<file path="src/rtl/spi_burst_pkg.sv">
package spi_burst_pkg;
    localparam int REG_ADDR_W = 6;
    localparam int DATA_W     = 32;

    localparam logic [REG_ADDR_W-1:0] OFS_RXD  = 6'h00;
    localparam logic [REG_ADDR_W-1:0] OFS_TXD  = 6'h04;
    localparam logic [REG_ADDR_W-1:0] OFS_CTRL = 6'h08;
    localparam logic [REG_ADDR_W-1:0] OFS_CLK  = 6'h1C;
    localparam logic [REG_ADDR_W-1:0] OFS_BLEN = 6'h20;
    localparam logic [REG_ADDR_W-1:0] OFS_TLEN = 6'h24;
    localparam logic [REG_ADDR_W-1:0] OFS_FSTA = 6'h28;

    localparam int B_EN     = 0;
    localparam int B_MASTER = 1;
    localparam int B_ACTLOW = 4;
    localparam int B_TXCLR  = 8;
    localparam int B_RXCLR  = 9;
    localparam int B_GO     = 10;
    localparam int B_SEL_LO = 12;
    localparam int B_MAN    = 16;
    localparam int B_LVL    = 17;

    typedef enum logic [1:0] {
        ENG_IDLE,
        ENG_LOAD,
        ENG_SHIFT
    } eng_state_t;
endpackage

</file>
<file path="src/rtl/spi_byte_fifo.sv">
module spi_byte_fifo #(
    parameter int WIDTH = 8,
    parameter int DEPTH = 64,
    localparam int PTR_W = (DEPTH > 1) ? $clog2(DEPTH) : 1,
    localparam int LVL_W = $clog2(DEPTH + 1)
) (
    input  logic             clk,
    input  logic             rst_n,
    input  logic             flush,
    input  logic             push,
    input  logic [WIDTH-1:0] din,
    input  logic             pop,
    output logic [WIDTH-1:0] dout,
    output logic             empty,
    output logic             full,
    output logic [LVL_W-1:0] level
);
    typedef struct packed {
        logic [PTR_W-1:0] wp;
        logic [PTR_W-1:0] rp;
        logic [LVL_W-1:0] cnt;
    } fifo_st_t;

    fifo_st_t s_q, s_d;
    logic [WIDTH-1:0] mem_q [DEPTH];
    logic push_ok, pop_ok;

    function automatic logic [PTR_W-1:0] ptr_inc(input logic [PTR_W-1:0] p);
        return (p == PTR_W'(DEPTH - 1)) ? '0 : p + 1'b1;
    endfunction

    assign empty = (s_q.cnt == '0);
    assign full  = (s_q.cnt == LVL_W'(DEPTH));
    assign level = s_q.cnt;
    assign dout  = mem_q[s_q.rp];

    always_comb begin
        s_d     = s_q;
        push_ok = push && !full && !flush;
        pop_ok  = pop && !empty && !flush;
        if (flush) begin
            s_d = '0;
        end else begin
            if (push_ok) s_d.wp = ptr_inc(s_q.wp);
            if (pop_ok)  s_d.rp = ptr_inc(s_q.rp);
            case ({push_ok, pop_ok})
                2'b10:   s_d.cnt = s_q.cnt + 1'b1;
                2'b01:   s_d.cnt = s_q.cnt - 1'b1;
                default: s_d.cnt = s_q.cnt;
            endcase
        end
    end

    always_ff @(posedge clk) begin
        if (!rst_n) s_q <= '0;
        else        s_q <= s_d;
    end

    always_ff @(posedge clk) begin
        if (push_ok) mem_q[s_q.wp] <= din;
    end

    p_no_overflow_r11: assert property (@(posedge clk) disable iff (!rst_n)
        s_q.cnt <= LVL_W'(DEPTH));
    p_empty_pop_stable_r7: assert property (@(posedge clk) disable iff (!rst_n)
        (pop && empty && !push && !flush) |=> (s_q.cnt == '0));
    p_full_push_drop_r11: assert property (@(posedge clk) disable iff (!rst_n)
        (push && full && !pop && !flush) |=> full);
endmodule

</file>
<file path="src/rtl/spi_edge_div.sv">
module spi_edge_div #(
    parameter int DIV_W = 8
) (
    input  logic             clk,
    input  logic             rst_n,
    input  logic             run,
    input  logic [DIV_W-1:0] div,
    output logic             tick
);
    typedef struct packed {
        logic [DIV_W-1:0] cnt;
    } div_st_t;

    div_st_t s_q, s_d;

    always_comb begin
        s_d  = s_q;
        tick = 1'b0;
        if (!run) begin
            s_d.cnt = '0;
        end else if (s_q.cnt >= div) begin
            tick    = 1'b1;
            s_d.cnt = '0;
        end else begin
            s_d.cnt = s_q.cnt + 1'b1;
        end
    end

    always_ff @(posedge clk) begin
        if (!rst_n) s_q <= '0;
        else        s_q <= s_d;
    end

    p_tick_only_running_r4: assert property (@(posedge clk) disable iff (!rst_n)
        tick |-> run);
endmodule

</file>
<file path="src/rtl/spi_shift_engine.sv">
module spi_shift_engine
    import spi_burst_pkg::*;
#(
    parameter int CNT_W = 24
) (
    input  logic             clk,
    input  logic             rst_n,
    input  logic             start,
    input  logic [CNT_W-1:0] burst_len,
    input  logic [CNT_W-1:0] tx_len,
    input  logic             tick,
    input  logic [7:0]       tx_data,
    input  logic             tx_empty,
    output logic             tx_pop,
    output logic             rx_push,
    output logic [7:0]       rx_data,
    output logic             run,
    output logic             busy,
    output logic             done,
    output logic             sclk,
    output logic             mosi,
    input  logic             miso
);
    typedef struct packed {
        eng_state_t       st;
        logic             sclk;
        logic [2:0]       bitn;
        logic [CNT_W-1:0] idx;
        logic [7:0]       tx_sh;
        logic [7:0]       rx_sh;
    } eng_st_t;

    eng_st_t s_q, s_d;

    always_comb begin
        s_d     = s_q;
        done    = 1'b0;
        tx_pop  = 1'b0;
        rx_push = 1'b0;
        case (s_q.st)
            ENG_IDLE: begin
                if (start) begin
                    if (burst_len == '0) begin
                        done = 1'b1;
                    end else begin
                        s_d.st  = ENG_LOAD;
                        s_d.idx = '0;
                    end
                end
            end
            ENG_LOAD: begin
                if (s_q.idx < tx_len) begin
                    tx_pop    = 1'b1;
                    s_d.tx_sh = tx_empty ? 8'h00 : tx_data;
                end else begin
                    s_d.tx_sh = 8'h00;
                end
                s_d.bitn = '0;
                s_d.st   = ENG_SHIFT;
            end
            ENG_SHIFT: begin
                if (tick) begin
                    if (!s_q.sclk) begin
                        s_d.rx_sh = {s_q.rx_sh[6:0], miso};
                        s_d.sclk  = 1'b1;
                    end else begin
                        s_d.sclk = 1'b0;
                        if (s_q.bitn == 3'd7) begin
                            rx_push = 1'b1;
                            if ({1'b0, s_q.idx} + 1'b1 == {1'b0, burst_len}) begin
                                done   = 1'b1;
                                s_d.st = ENG_IDLE;
                            end else begin
                                s_d.idx = s_q.idx + 1'b1;
                                s_d.st  = ENG_LOAD;
                            end
                        end else begin
                            s_d.bitn  = s_q.bitn + 1'b1;
                            s_d.tx_sh = {s_q.tx_sh[6:0], 1'b0};
                        end
                    end
                end
            end
            default: s_d.st = ENG_IDLE;
        endcase
    end

    always_ff @(posedge clk) begin
        if (!rst_n) s_q <= '{st: ENG_IDLE, default: '0};
        else        s_q <= s_d;
    end

    assign rx_data = s_q.rx_sh;
    assign run     = (s_q.st == ENG_SHIFT);
    assign busy    = (s_q.st != ENG_IDLE);
    assign sclk    = s_q.sclk;
    assign mosi    = s_q.tx_sh[7];

    p_sclk_idle_low_r4: assert property (@(posedge clk) disable iff (!rst_n)
        !busy |-> !sclk);
    p_mosi_hold_high_r4: assert property (@(posedge clk) disable iff (!rst_n)
        (s_q.sclk && busy && !tick) |=> $stable(mosi));
endmodule

</file>
<file path="src/rtl/spi_burst_ctrl.sv">
module spi_burst_ctrl
    import spi_burst_pkg::*;
#(
    parameter int CNT_W      = 24,
    parameter int DIV_W      = 8,
    parameter int FIFO_DEPTH = 64,
    parameter int CS_N       = 4,
    localparam int LVL_W     = $clog2(FIFO_DEPTH + 1),
    localparam int SEL_W     = (CS_N > 1) ? $clog2(CS_N) : 1
) (
    input  logic                  clk,
    input  logic                  rst_n,
    input  logic                  bus_sel,
    input  logic                  bus_wr,
    input  logic [REG_ADDR_W-1:0] bus_addr,
    input  logic [DATA_W-1:0]     bus_wdata,
    output logic [DATA_W-1:0]     bus_rdata,
    output logic                  spi_sclk,
    output logic                  spi_mosi,
    input  logic                  spi_miso,
    output logic [CS_N-1:0]       spi_cs
);
    typedef struct packed {
        logic             en;
        logic             master;
        logic             act_low;
        logic             go;
        logic [SEL_W-1:0] sel;
        logic             man;
        logic             lvl;
        logic [DIV_W-1:0] div;
        logic [CNT_W-1:0] blen;
        logic [CNT_W-1:0] tlen;
        logic [DATA_W-1:0] rdata;
    } regs_t;

    regs_t r_q, r_d;

    logic wr_en, rd_en, start;
    logic tx_flush, rx_flush, tx_push, rx_pop;
    logic [7:0] tx_head, rx_head, eng_rx_data;
    logic tx_empty, tx_full, rx_empty, rx_full;
    logic [LVL_W-1:0] tx_lvl, rx_lvl;
    logic eng_tx_pop, eng_rx_push, eng_run, eng_busy, eng_done, div_tick;
    logic [DATA_W-1:0] ctrl_view, stat_view;

    assign wr_en    = bus_sel && bus_wr;
    assign rd_en    = bus_sel && !bus_wr;
    assign tx_flush = wr_en && (bus_addr == OFS_CTRL) && bus_wdata[B_TXCLR];
    assign rx_flush = wr_en && (bus_addr == OFS_CTRL) && bus_wdata[B_RXCLR];
    assign tx_push  = wr_en && (bus_addr == OFS_TXD);
    assign rx_pop   = rd_en && (bus_addr == OFS_RXD);
    assign start    = wr_en && (bus_addr == OFS_CTRL) && bus_wdata[B_GO]
                      && bus_wdata[B_EN] && bus_wdata[B_MASTER] && !r_q.go;

    always_comb begin
        ctrl_view = '0;
        ctrl_view[B_EN]     = r_q.en;
        ctrl_view[B_MASTER] = r_q.master;
        ctrl_view[B_ACTLOW] = r_q.act_low;
        ctrl_view[B_GO]     = r_q.go;
        ctrl_view[B_SEL_LO +: SEL_W] = r_q.sel;
        ctrl_view[B_MAN]    = r_q.man;
        ctrl_view[B_LVL]    = r_q.lvl;
        stat_view = '0;
        stat_view[LVL_W-1:0]   = rx_lvl;
        stat_view[16 +: LVL_W] = tx_lvl;
    end

    always_comb begin
        r_d    = r_q;
        r_d.go = (r_q.go || start) && !eng_done;
        if (wr_en) begin
            case (bus_addr)
                OFS_CTRL: begin
                    r_d.en      = bus_wdata[B_EN];
                    r_d.master  = bus_wdata[B_MASTER];
                    r_d.act_low = bus_wdata[B_ACTLOW];
                    r_d.sel     = bus_wdata[B_SEL_LO +: SEL_W];
                    r_d.man     = bus_wdata[B_MAN];
                    r_d.lvl     = bus_wdata[B_LVL];
                end
                OFS_CLK:  r_d.div  = bus_wdata[DIV_W-1:0];
                OFS_BLEN: r_d.blen = bus_wdata[CNT_W-1:0];
                OFS_TLEN: r_d.tlen = bus_wdata[CNT_W-1:0];
                default: ;
            endcase
        end
        if (rd_en) begin
            case (bus_addr)
                OFS_RXD:  r_d.rdata = rx_empty ? '0 : DATA_W'(rx_head);
                OFS_CTRL: r_d.rdata = ctrl_view;
                OFS_CLK:  r_d.rdata = DATA_W'(r_q.div);
                OFS_BLEN: r_d.rdata = DATA_W'(r_q.blen);
                OFS_TLEN: r_d.rdata = DATA_W'(r_q.tlen);
                OFS_FSTA: r_d.rdata = stat_view;
                default:  r_d.rdata = '0;
            endcase
        end
    end

    always_ff @(posedge clk) begin
        if (!rst_n) r_q <= '0;
        else        r_q <= r_d;
    end

    assign bus_rdata = r_q.rdata;

    spi_byte_fifo #(.WIDTH(8), .DEPTH(FIFO_DEPTH)) u_txq (
        .clk(clk), .rst_n(rst_n), .flush(tx_flush),
        .push(tx_push), .din(bus_wdata[7:0]),
        .pop(eng_tx_pop), .dout(tx_head),
        .empty(tx_empty), .full(tx_full), .level(tx_lvl)
    );

    spi_byte_fifo #(.WIDTH(8), .DEPTH(FIFO_DEPTH)) u_rxq (
        .clk(clk), .rst_n(rst_n), .flush(rx_flush),
        .push(eng_rx_push), .din(eng_rx_data),
        .pop(rx_pop), .dout(rx_head),
        .empty(rx_empty), .full(rx_full), .level(rx_lvl)
    );

    spi_edge_div #(.DIV_W(DIV_W)) u_div (
        .clk(clk), .rst_n(rst_n), .run(eng_run), .div(r_q.div), .tick(div_tick)
    );

    spi_shift_engine #(.CNT_W(CNT_W)) u_eng (
        .clk(clk), .rst_n(rst_n), .start(start),
        .burst_len(r_q.blen), .tx_len(r_q.tlen), .tick(div_tick),
        .tx_data(tx_head), .tx_empty(tx_empty), .tx_pop(eng_tx_pop),
        .rx_push(eng_rx_push), .rx_data(eng_rx_data),
        .run(eng_run), .busy(eng_busy), .done(eng_done),
        .sclk(spi_sclk), .mosi(spi_mosi), .miso(spi_miso)
    );

    for (genvar i = 0; i < CS_N; i++) begin : g_cs
        assign spi_cs[i] = (r_q.sel == SEL_W'(i))
                           ? (r_q.man ? r_q.lvl : (eng_busy ^ r_q.act_low))
                           : r_q.act_low;
    end

    p_go_self_clear_r3: assert property (@(posedge clk) disable iff (!rst_n)
        eng_done |=> !r_q.go);
    p_busy_under_go_r3: assert property (@(posedge clk) disable iff (!rst_n)
        eng_busy |-> r_q.go);
    p_go_needs_master_r3: assert property (@(posedge clk) disable iff (!rst_n)
        $rose(r_q.go) |-> (r_q.en && r_q.master));
    p_cs_single_r9: assert property (@(posedge clk) disable iff (!rst_n)
        $onehot0(spi_cs ^ {CS_N{r_q.act_low}}));
    p_rx_drop_full_r11: assert property (@(posedge clk) disable iff (!rst_n)
        (rx_full && !rx_pop && !rx_flush) |=> rx_full);
endmodule

</file>
<file path="config.mk">
export PLATFORM = sky130hd
export DESIGN_NAME = spi_burst_ctrl
export DESIGN_NICKNAME = d
export VERILOG_FILES = /design/src/rtl/spi_burst_pkg.sv /design/src/rtl/spi_byte_fifo.sv /design/src/rtl/spi_edge_div.sv /design/src/rtl/spi_shift_engine.sv /design/src/rtl/spi_burst_ctrl.sv
export SDC_FILE = /design/constraint.sdc
export NUM_CORES = 1
export LEC_CHECK = 0
export CAP_MARGIN = 20
export CELL_PAD_IN_SITES_DETAIL_PLACEMENT = 0
export CELL_PAD_IN_SITES_GLOBAL_PLACEMENT = 2
export CORE_MARGIN = 8
export CORE_UTILIZATION = 25
export DETAILED_ROUTE_END_ITERATION = 8
export PLACE_DENSITY_LB_ADDON = 0.1
export SLEW_MARGIN = 20
export SYNTH_ARGS = -nofsm -noshare
export SYNTH_HDL_FRONTEND = slang
export SYNTH_HIERARCHICAL = 1
export SYNTH_SLANG_ARGS = --single-unit
</file>
<file path="constraint.sdc">
create_clock -name clk -period 4.33 [get_ports clk]
set_input_delay 0.866 -clock clk [delete_from_list [all_inputs] [get_ports clk]]
set_output_delay 0.866 -clock clk [all_outputs]
set_load 0.02 [all_outputs]
</file>
Word level (Yosys, flattened, before mapping)
Memory sizes are Yosys's and may differ from the RTL's. A register that Yosys moved wholly into a read port is not among the register bits.
Cells that the tools add are included.
- output and inout port bits: 38
- flip-flop bits (word level): 188
- bits in writable memories: 1024
- memories kept: 2
- memories (name ; depth ; width ; read ports ; clocked after memory_dff ; write ports ; line ; text):
    u_rxq.mem_q ; 64 ; 8 ; 1 ; 1 ; 1 ; spi_byte_fifo.sv:25 ; logic [WIDTH-1:0] mem_q [DEPTH];
    u_txq.mem_q ; 64 ; 8 ; 1 ; 1 ; 1 ; spi_byte_fifo.sv:25 ;
- $lt $le $gt $ge: 2
- multiplexer cells: 57
- equal/unequal tests: 30
- reduce and logical (&&, ||, !) cells: 53
- add/subtract/negate cells: 12
- bitwise operators: 4
- operators by type and width (operator ; count):
    one-hot mux 24 bit (6 select lines) ; 1
    2-to-1 mux 24 bit ; 4
    2-to-1 mux 6 bit ; 8
    one-hot mux 24 bit (2 select lines) ; 1
    2-to-1 mux 46 bit ; 1
    == test 6 bit, second input constant ; 7
    2-to-1 mux 8 bit ; 5
    2-to-1 mux 35 bit ; 1
    one-hot mux 7 bit (2 select lines) ; 2
    adder 24 x 1 -> 25 bit, second input constant ; 1
    == test 25 x 24 -> 1 bit ; 1
    2-to-1 mux 1 bit ; 25
    adder 24 x 1 -> 24 bit, second input constant ; 1
    adder 6 x 1 -> 6 bit, second input constant ; 4
    zero test 24 bit ; 1
    < comparator 24 bit ; 1
    logical AND 1 bit ; 20
    one-hot mux 8 bit (2 select lines) ; 1
    adder 7 x 1 -> 7 bit, second input constant ; 2
    == test 7 bit, second input constant ; 2
    zero test 7 bit ; 2
    subtractor 7 x 1 -> 7 bit, second input constant ; 2
    == test 2 bit, second input constant ; 5
    != test 2 bit, second input constant ; 5
    28 further kinds ; 55

Logic depth before layout (Yosys ltp)
Gate-level depths: netlist (run 1).
- word-level depth: 10
- depth in mapped cells: 21

Cells and area by module
The synthesis (run 1) kept the hierarchy.
- by module, submodules not included (module ; times used ; area each (µm²) ; cells an instance ; sequential area each (µm²)):
    spi_byte_fifo (u_rxq) ; 1 ; 21323.0 ; 1085 ; 15875.2
    spi_byte_fifo (u_txq) ; 1 ; 21260.4 ; 1071 ; 15875.2
    spi_burst_ctrl ; 1 ; 4475.5 ; 506 ; 1761.7
    spi_shift_engine ; 1 ; 3653.5 ; 482 ; 920.9
    spi_edge_div ; 1 ; 505.5 ; 60 ; 160.2

Worst setup path after synthesis (run 1)
Ideal clock, no wire load.
- path kind: input -> register
- from: input port bus_addr[4]
- to: register u_rxq.s_q, in the netlist u_rxq/level[4]
- buffers on the path: 2
- arrival: 4.292 ns
- slack: -0.095 ns
- cell stages on the path: 14
- path through: buf_2 -> or4_4 -> nor4_1 -> inv_1 -> a311oi_1 -> ha_1 -> clkbuf_1 -> xor2_1 -> ha_1 -> and2_1 -> o21ai_0 -> a21o_1 -> nand4_1 -> or3b_2
- RTL lines (element ; line ; text):
    start, declared ; spi_burst_ctrl.sv:15 ; input logic [REG_ADDR_W-1:0] bus_addr,
    zero test 6 bit * ; spi_burst_ctrl.sv:52 ; assign rx_pop = rd_en && (bus_addr == OFS_RXD);
    logical AND 1 bit * ; spi_burst_ctrl.sv:52 ;
    via rx_pop ; spi_burst_ctrl.sv:40 ; logic tx_flush, rx_flush, tx_push, rx_pop;
    logical AND 1 bit * (2 in a row) ; spi_byte_fifo.sv:40 ; pop_ok = pop && !empty && !flush;
    == test 2 x 1 -> 1 bit / == test 2 bit (equally long branches) ; spi_byte_fifo.sv:46 ; case ({push_ok, pop_ok})
    one-hot mux 7 bit (2 select lines) / nonzero test 2 bit (equally long branches) ; -- ;
    end signal, assigned ; spi_byte_fifo.sv:55 ; if (!rst_n) s_q <= '0;
    end signal, assigned ; spi_byte_fifo.sv:56 ; else s_q <= s_d;
    end, declared ; spi_byte_fifo.sv:24 ; fifo_st_t s_q, s_d;
Mark *: on every way through the listed nets, which the timed path passes. The rest lies on a longest branch.
A chain may end at the register's enable or synchronous reset.

Worst setup path after layout (run 1)
- from: register r_q[33] in the netlist's numbering
- to: register u_txq.s_q, in the netlist u_txq/level[4]
- word-level cells in the longest chain between the ends: 7
- ends and longest elaborated chain (element ; line ; text):
    start, declared ; spi_burst_ctrl.sv:37 ; regs_t r_q, r_d;
    start signal, assigned ; spi_burst_ctrl.sv:104 ; else r_q <= r_d;
    < comparator 24 bit * ; spi_shift_engine.sv:52 ; if (s_q.idx < tx_len) begin
    2-to-1 mux 1 bit * ; spi_shift_engine.sv:52 ;
    2-to-1 mux 1 bit * ; spi_shift_engine.sv:40 ; case (s_q.st)
    via eng_tx_pop ; spi_burst_ctrl.sv:44 ; logic eng_tx_pop, eng_rx_push, eng_run, eng_busy, eng_done, div_tick;
    logical AND 1 bit * (2 in a row) ; spi_byte_fifo.sv:40 ;
    == test 2 x 1 -> 1 bit / == test 2 bit (equally long branches) ; spi_byte_fifo.sv:46 ;
    one-hot mux 7 bit (2 select lines) / nonzero test 2 bit (equally long branches) ; -- ;
    end signal, assigned ; spi_byte_fifo.sv:55 ;
    end signal, assigned ; spi_byte_fifo.sv:56 ;
    end, declared ; spi_byte_fifo.sv:24 ;
Marks and branches as above.

==> results.yml, run 1 <==
global_route:
  grt_overflow: 0
  grt_max_degree: 69
  grt_pass1_wl_um: 224000
  grt.total_usage_pct: 14.0
  antenna_found_initial: 2
  grt_pass1_vias: 29900
clock_tree:
  holdBufCountCts: 0
  clk_latency_ns: 0.78
  cts_max_level: 4
  cts_buffer_depth: 3
  cts_inserted_buffers: 145
  cts-root-buf: "clkbuf_16"
  clkSinkCount: 1216
  clk_pin_slew_ns: 0.05
  cts_tree: "done"
timing:
  timing.fmax_mhz: 247
  grt_setup_unrepaired: "yes"
  holdWs_ns: 0.449
  fin_crit_ns: 4.05
  slew_headroom_pct: 28.3
  max_slew.worst_pin.slew_ns: 1.07
  finalHoldViolCount: 0
  slew_viol_final: 0
  setup_viol: 0
  clock_skew_ns: 0.0235
  fin_crit_sh_pct: 93.5
final_layout:
  multi_input_area_um2: 15300
  final-seq-area_um2: 34600
  final_nets: 3538
  final_cell_mix: "1024 x edfxtp_1, 257 x mux4_2, 242 x nand2_1, 235 x buf_4, 193 x nor2_1"
  num-fill-cells: 20200
  drive_above_1_share_pct: 25.0
  layout_commonest_cell: "edfxtp_1"
  layout.cells.non_filler: 6255
  areaGrowthSynthToFinish_pct: 19.2
  stdcell_area_um2: 61000
  fin_util_pct: 29.9
floorplanning:
  fp-row-count: 166
  core_area_um2: 204000
  die-area_um2: 220000
  die_h_um: 469
  ioPinCount: 81
  start_util_pct: 25.1
  die_x_um: 469
power:
  leakagePower_uw: 0.0190
  finalPower_uw: 25100
  power_density_nw_per_um2: 411
  max-vdd-ir-drop_uv: 350
worst_hold_path:
  hp-class: "reg2reg"
  hold_depth: 2
  min-delay-start: "bus_rdata[11]"
  holdPathEnd: "bus_rdata[11]"
critical_path:
  end_kind: "flop"
  r2r_cells: 20
  startpoint: "r_q[33]"
  worst-path-max-fanout: 4
  path_class: "reg2reg"
  cp_data_required_time_ns: 5.03
  r2r_slack_ns: 0.28
  startpoint_type: "flop"
  arrival_ns: 4.75
  r2r-start: "r_q[33]"
  timing.rr.end: "u_txq/level[4]"
status:
  status: "complete, no violations"
drt:
  avgRoutedWirePerCell_um: 24.9
  vias: 28500
  finalWirelength_um: 156000
  first_pass_iters: 5
  drc: 0
  drt_iter0_drc: 1812
  postRouteAntennaNets: 0
  vias_per_cell: 4.56
yosys:
  syn_area_per_cell_um2: 16.0
  netlist_area_um2: 51200
  yosysWarnings: 6
  synth_cells: 3203
placed_design:
  dp_cells: 5987
  place_area_um2: 56100
  dpl.hpwl_um: 105000
  gp_congestion: 0.750
  port_buffers: 64
flow_run:
  drv_cap: 0
[critical path: stages (launching register included)]
cell	delay [ns]
dfxtp_1	0.32
inv_1	0.04
ha_1	0.28
a21o_1	0.16
a21oi_1	0.15
o21ai_0	0.12
a311o_1	0.42
o21ai_1	0.14
a21oi_1	0.09
nor4_2	0.19
buf_4	0.20
inv_1	0.05
a311oi_2	0.23
ha_2	0.25
xor2_1	0.15
ha_2	0.21
a21oi_2	0.06
o311ai_1	0.30
a22oi_1	0.11
or3_1	0.38
a21oi_2	0.11
[per-stage QoR]
stage | setup WS, ns | TNS, ns
after floorplan | 0.0469 | 0
after global placement | -0.171 | -1.22
after detailed placement | -0.143 | -0.647
after CTS | 0.000735 | 0
after global routing | -0.0296 | -0.403
final | 0.281 | 0
[where the power goes]
part           switching (uW)  total, uW  internal, uW
combinational             201        274          72.7
clock                    4990      12200          7220
sequential               6.78      12600         12600
[worst max-delay path by stage]
stage                          to  slack (ns)  depth (start not counted)
3_5_place_dp       u_rxq/level[4]       -0.14                         14
2_1_floorplan      u_rxq/level[4]        0.05                         14
4_1_cts        u_rxq/mem_q[20][6]      0.0007                         15
6_report           u_txq/level[4]        0.28                         20
3_3_place_gp       u_rxq/level[4]       -0.17                         14
5_1_grt         u_rxq/mem_q[1][1]       -0.03                         15
[layer usage]
layer | part of all wire [%] | track usage, %
met1 | 46 | 19.0
met3 | 3.2 | 2.22
met4 | 1.9 | 3.25
met5 | 0 | 0
met2 | 49 | 23.7
[flip-flops by register name, indices dropped and copies added (netlist names), 7 cells and up, named ones only]
register,cells
u_rxq/mem_q,512
u_txq/mem_q,512
r_q,56
u_eng/s_q,36
bus_rdata,24
u_rxq/s_q,12
u_txq/s_q,12
ctrl_view,8
u_div/s_q,8
u_eng/rx_data,8
u_rxq/level,7
u_txq/level,7
[repair_timing]
| item | 4_1_cts | 5_1_grt |
|---|---|---|
| setup buffers | 0 | 4 |
| resized for setup | 5 | 49 |
| endpoints found under the setup margin | 6 | 456 |
| pin swaps | 0 | 11 |
[final cells by class]
class | instances | share of cell area [%]
Antenna cell | 2 | 0.00820
Clock buffer | 187 | 6.42
Inverter | 54 | 0.332
Timing Repair Buffer | 319 | 4.54
Clock inverter | 75 | 1.43
Multi-Input combinational cell | 1714 | 25.0
Sequential cell | 1216 | 56.7
Tap cell | 2688 | 5.51
Note: power is estimated with default switching activity, not from simulation.
==> run 2, diff against run 1 <==
Settings changed: CTS_CLUSTER_DIAMETER from default to 50.
==> run 2 against run 1 <==
  * Via count up 0.55%
  * Die area unchanged
  * Clock power is 16% higher
  * Sequential cell count is the same
  * Maximum frequency rose by 0.62%
  * Routed wire length increased by 0.50%
  * Combinational power barely moved
  * Sequential share of layout area fell by 0.91 points
  * Cell count rose by 0.94%
  * Register-to-register slack improved by 0.02 ns
  * Worst setup slack better by 0.025 ns
  * Sequential power barely moved
  * Critical path type unchanged
==> results.yml, run 2 (synthesis gave the netlist of run 1 again) <==
global_route:
  grt_pass1_wl_um: 225000
  grt_pass1_vias: 30300
  grt.total_usage_pct: 14.1
  grt_overflow: 0
  antenna_found_initial: 3
  grt_max_degree: 69
timing:
  clock_skew_ns: 0.0375
  setup_viol: 0
  fin_tns_setup_ns: 0
  grt_setup_unrepaired: "yes"
  finalHoldViolCount: 0
  slew_headroom_pct: 30.0
  fin_crit_sh_pct: 92.9
  slew_viol_final: 0
  max_slew.worst_pin.slew_ns: 1.05
  fin_ws_ns: 0.306
  fin_crit_ns: 4.02
  holdWs_ns: 0.449
  timing.fmax_mhz: 249
floorplanning:
  fp-row-count: 166
  core_area_um2: 204000
  die_x_um: 469
  start_util_pct: 25.1
  die-area_um2: 220000
  die_h_um: 469
  ioPinCount: 81
drt:
  drc: 0
  avgRoutedWirePerCell_um: 24.8
  postRouteAntennaNets: 0
  finalWirelength_um: 156000
  vias_per_cell: 4.54
  vias: 28700
  first_pass_iters: 5
  drt_iter0_drc: 1886
clock_tree:
  cts_tree: "done"
  cts_inserted_buffers: 172
  clk_pin_slew_ns: 0.05
  cts_buffer_depth: 3
  holdBufCountCts: 0
  cts_max_level: 4
  clk_latency_ns: 0.79
  clkSinkCount: 1216
  cts-root-buf: "clkbuf_16"
power:
  internal_power_uw: 21200
  p_comb_share_pct: 1.0
  p_seq_share_pct: 46.7
  finalPower_uw: 27000
  leakagePower_uw: 0.0196
  power_density_nw_per_um2: 435
  max-vdd-ir-drop_uv: 345
  switching_power_uw: 5740
  clkPwrFrac_pct: 52.3
  swShare_pct: 21.3
placed_design:
  port_buffers: 64
  dpl.hpwl_um: 105000
  gp_congestion: 0.750
  pre_cts_slack_ns: -0.143
worst_hold_path:
  hp-class: "reg2reg"
final_layout:
  final_cell_mix: "1024 x edfxtp_1, 257 x mux4_2, 242 x nand2_1, 235 x buf_4, 202 x nor2_1"
  final_nets: 3565
  fin_util_pct: 30.4
  areaGrowthSynthToFinish_pct: 21.2
  drive_above_1_share_pct: 26.7
  top_regs: "u_rxq/mem_q (512), u_txq/mem_q (512), r_q (56)"
  antenna_cells: 0
  layout_commonest_cell: "edfxtp_1"
critical_path:
  arrival_ns: 4.72
  path_class: "reg2reg"
  cp_data_required_time_ns: 5.02
  end_kind: "flop"
  worst-path-max-fanout: 4
  startpoint_type: "flop"
status:
  status: "complete, no violations"
flow_run:
  drv_cap: 0
==> run 2: cell count changes in the layout (fill, tap and decap cells not counted), moves of 7 or more <==
cell / delta
clkbuf_16: +28
inv_6: +16
clkinv_4: +13
clkinv_1: -9
clkinvlp_4: +9
nor2_1: +9
inv_8: +7
==> run 2: final timing paths <==
kind | cells after the start | slack, ns | from | end
worst max-delay path | 21 | 0.31 | r_q[40] | u_txq/level[4]
worst min-delay path | 2 | 0.45 | bus_rdata[11] | bus_rdata[11]
worst max register to register | 21 | 0.31 | r_q[40] | u_txq/level[4]
worst min register to register | 2 | 0.45 | bus_rdata[11] | bus_rdata[11]
==> run 2: layout make-up <==
cell class | instances | area, um2
fillers | 20100 | 142000
flip-flops and latches | 1216 | 34600
clock inverters | 114 | 1240
clock buffers | 209 | 4600
repair buffers | 319 | 2770
multi-input cells | 1714 | 15200
well taps | 2688 | 3360
inverters | 54 | 203
==> run 2: what timing repair did <==
item / CTS / global route
gates cloned: 0 / 0
setup endpoints to repair: 5 / 456
buffers inserted: 0 / 4
resized for setup: 5 / 44
pin swaps: 0 / 16
==> run 2: metrics by stage <==
step / cells / area [um2]
5_1_grt: 6314 / 62000
3_3_place_gp: 5986 / 56000
3_5_place_dp: 5987 / 56100
4_1_cts: 6310 / 61900
2_1_floorplan: 3210 / 51300
6_report: 6314 / 62000
==> run 2: metal layers <==
layer  vias to the layer above  wire length, um  global-route usage (%)  share of wire, %
met4                         0             3040                    3.32               1.9
met5                         -                0                       0                 0
met2                       500            76900                    23.9                49
li1                      13000                -                       -                 -
met3                       195             5160                    2.34               3.3
met1                     14900            71300                    18.9                46
==> run 2: power groups by stage <==
stage / Clock [uW] / Sequential (uW) / Combinational [uW]
5_1_grt: 15000 / 12600 / 301
3_5_place_dp: 0 / 12800 / 287
2_1_floorplan: 0 / 12800 / 96.4
3_3_place_gp: 0 / 12800 / 282
4_1_cts: 14600 / 12600 / 288
6_report: 14100 / 12600 / 274
==> run 2: worst max-delay path, cell delays in order, from the launching register on <==
cell and delay, ns:
dfxtp_2 0.33, inv_1 0.08, ha_1 0.21, a21o_1 0.17, a21o_1 0.17, a211o_1 0.25
o211ai_1 0.12, a21oi_2 0.14, o21ai_2 0.16, a21oi_2 0.07, nor4_2 0.18, buf_4 0.20
inv_1 0.05, a311oi_2 0.23, ha_2 0.25, xor2_1 0.15, ha_2 0.21, a21oi_2 0.06
o311ai_1 0.30, a22oi_1 0.11, or3_1 0.40, a21oi_2 0.11
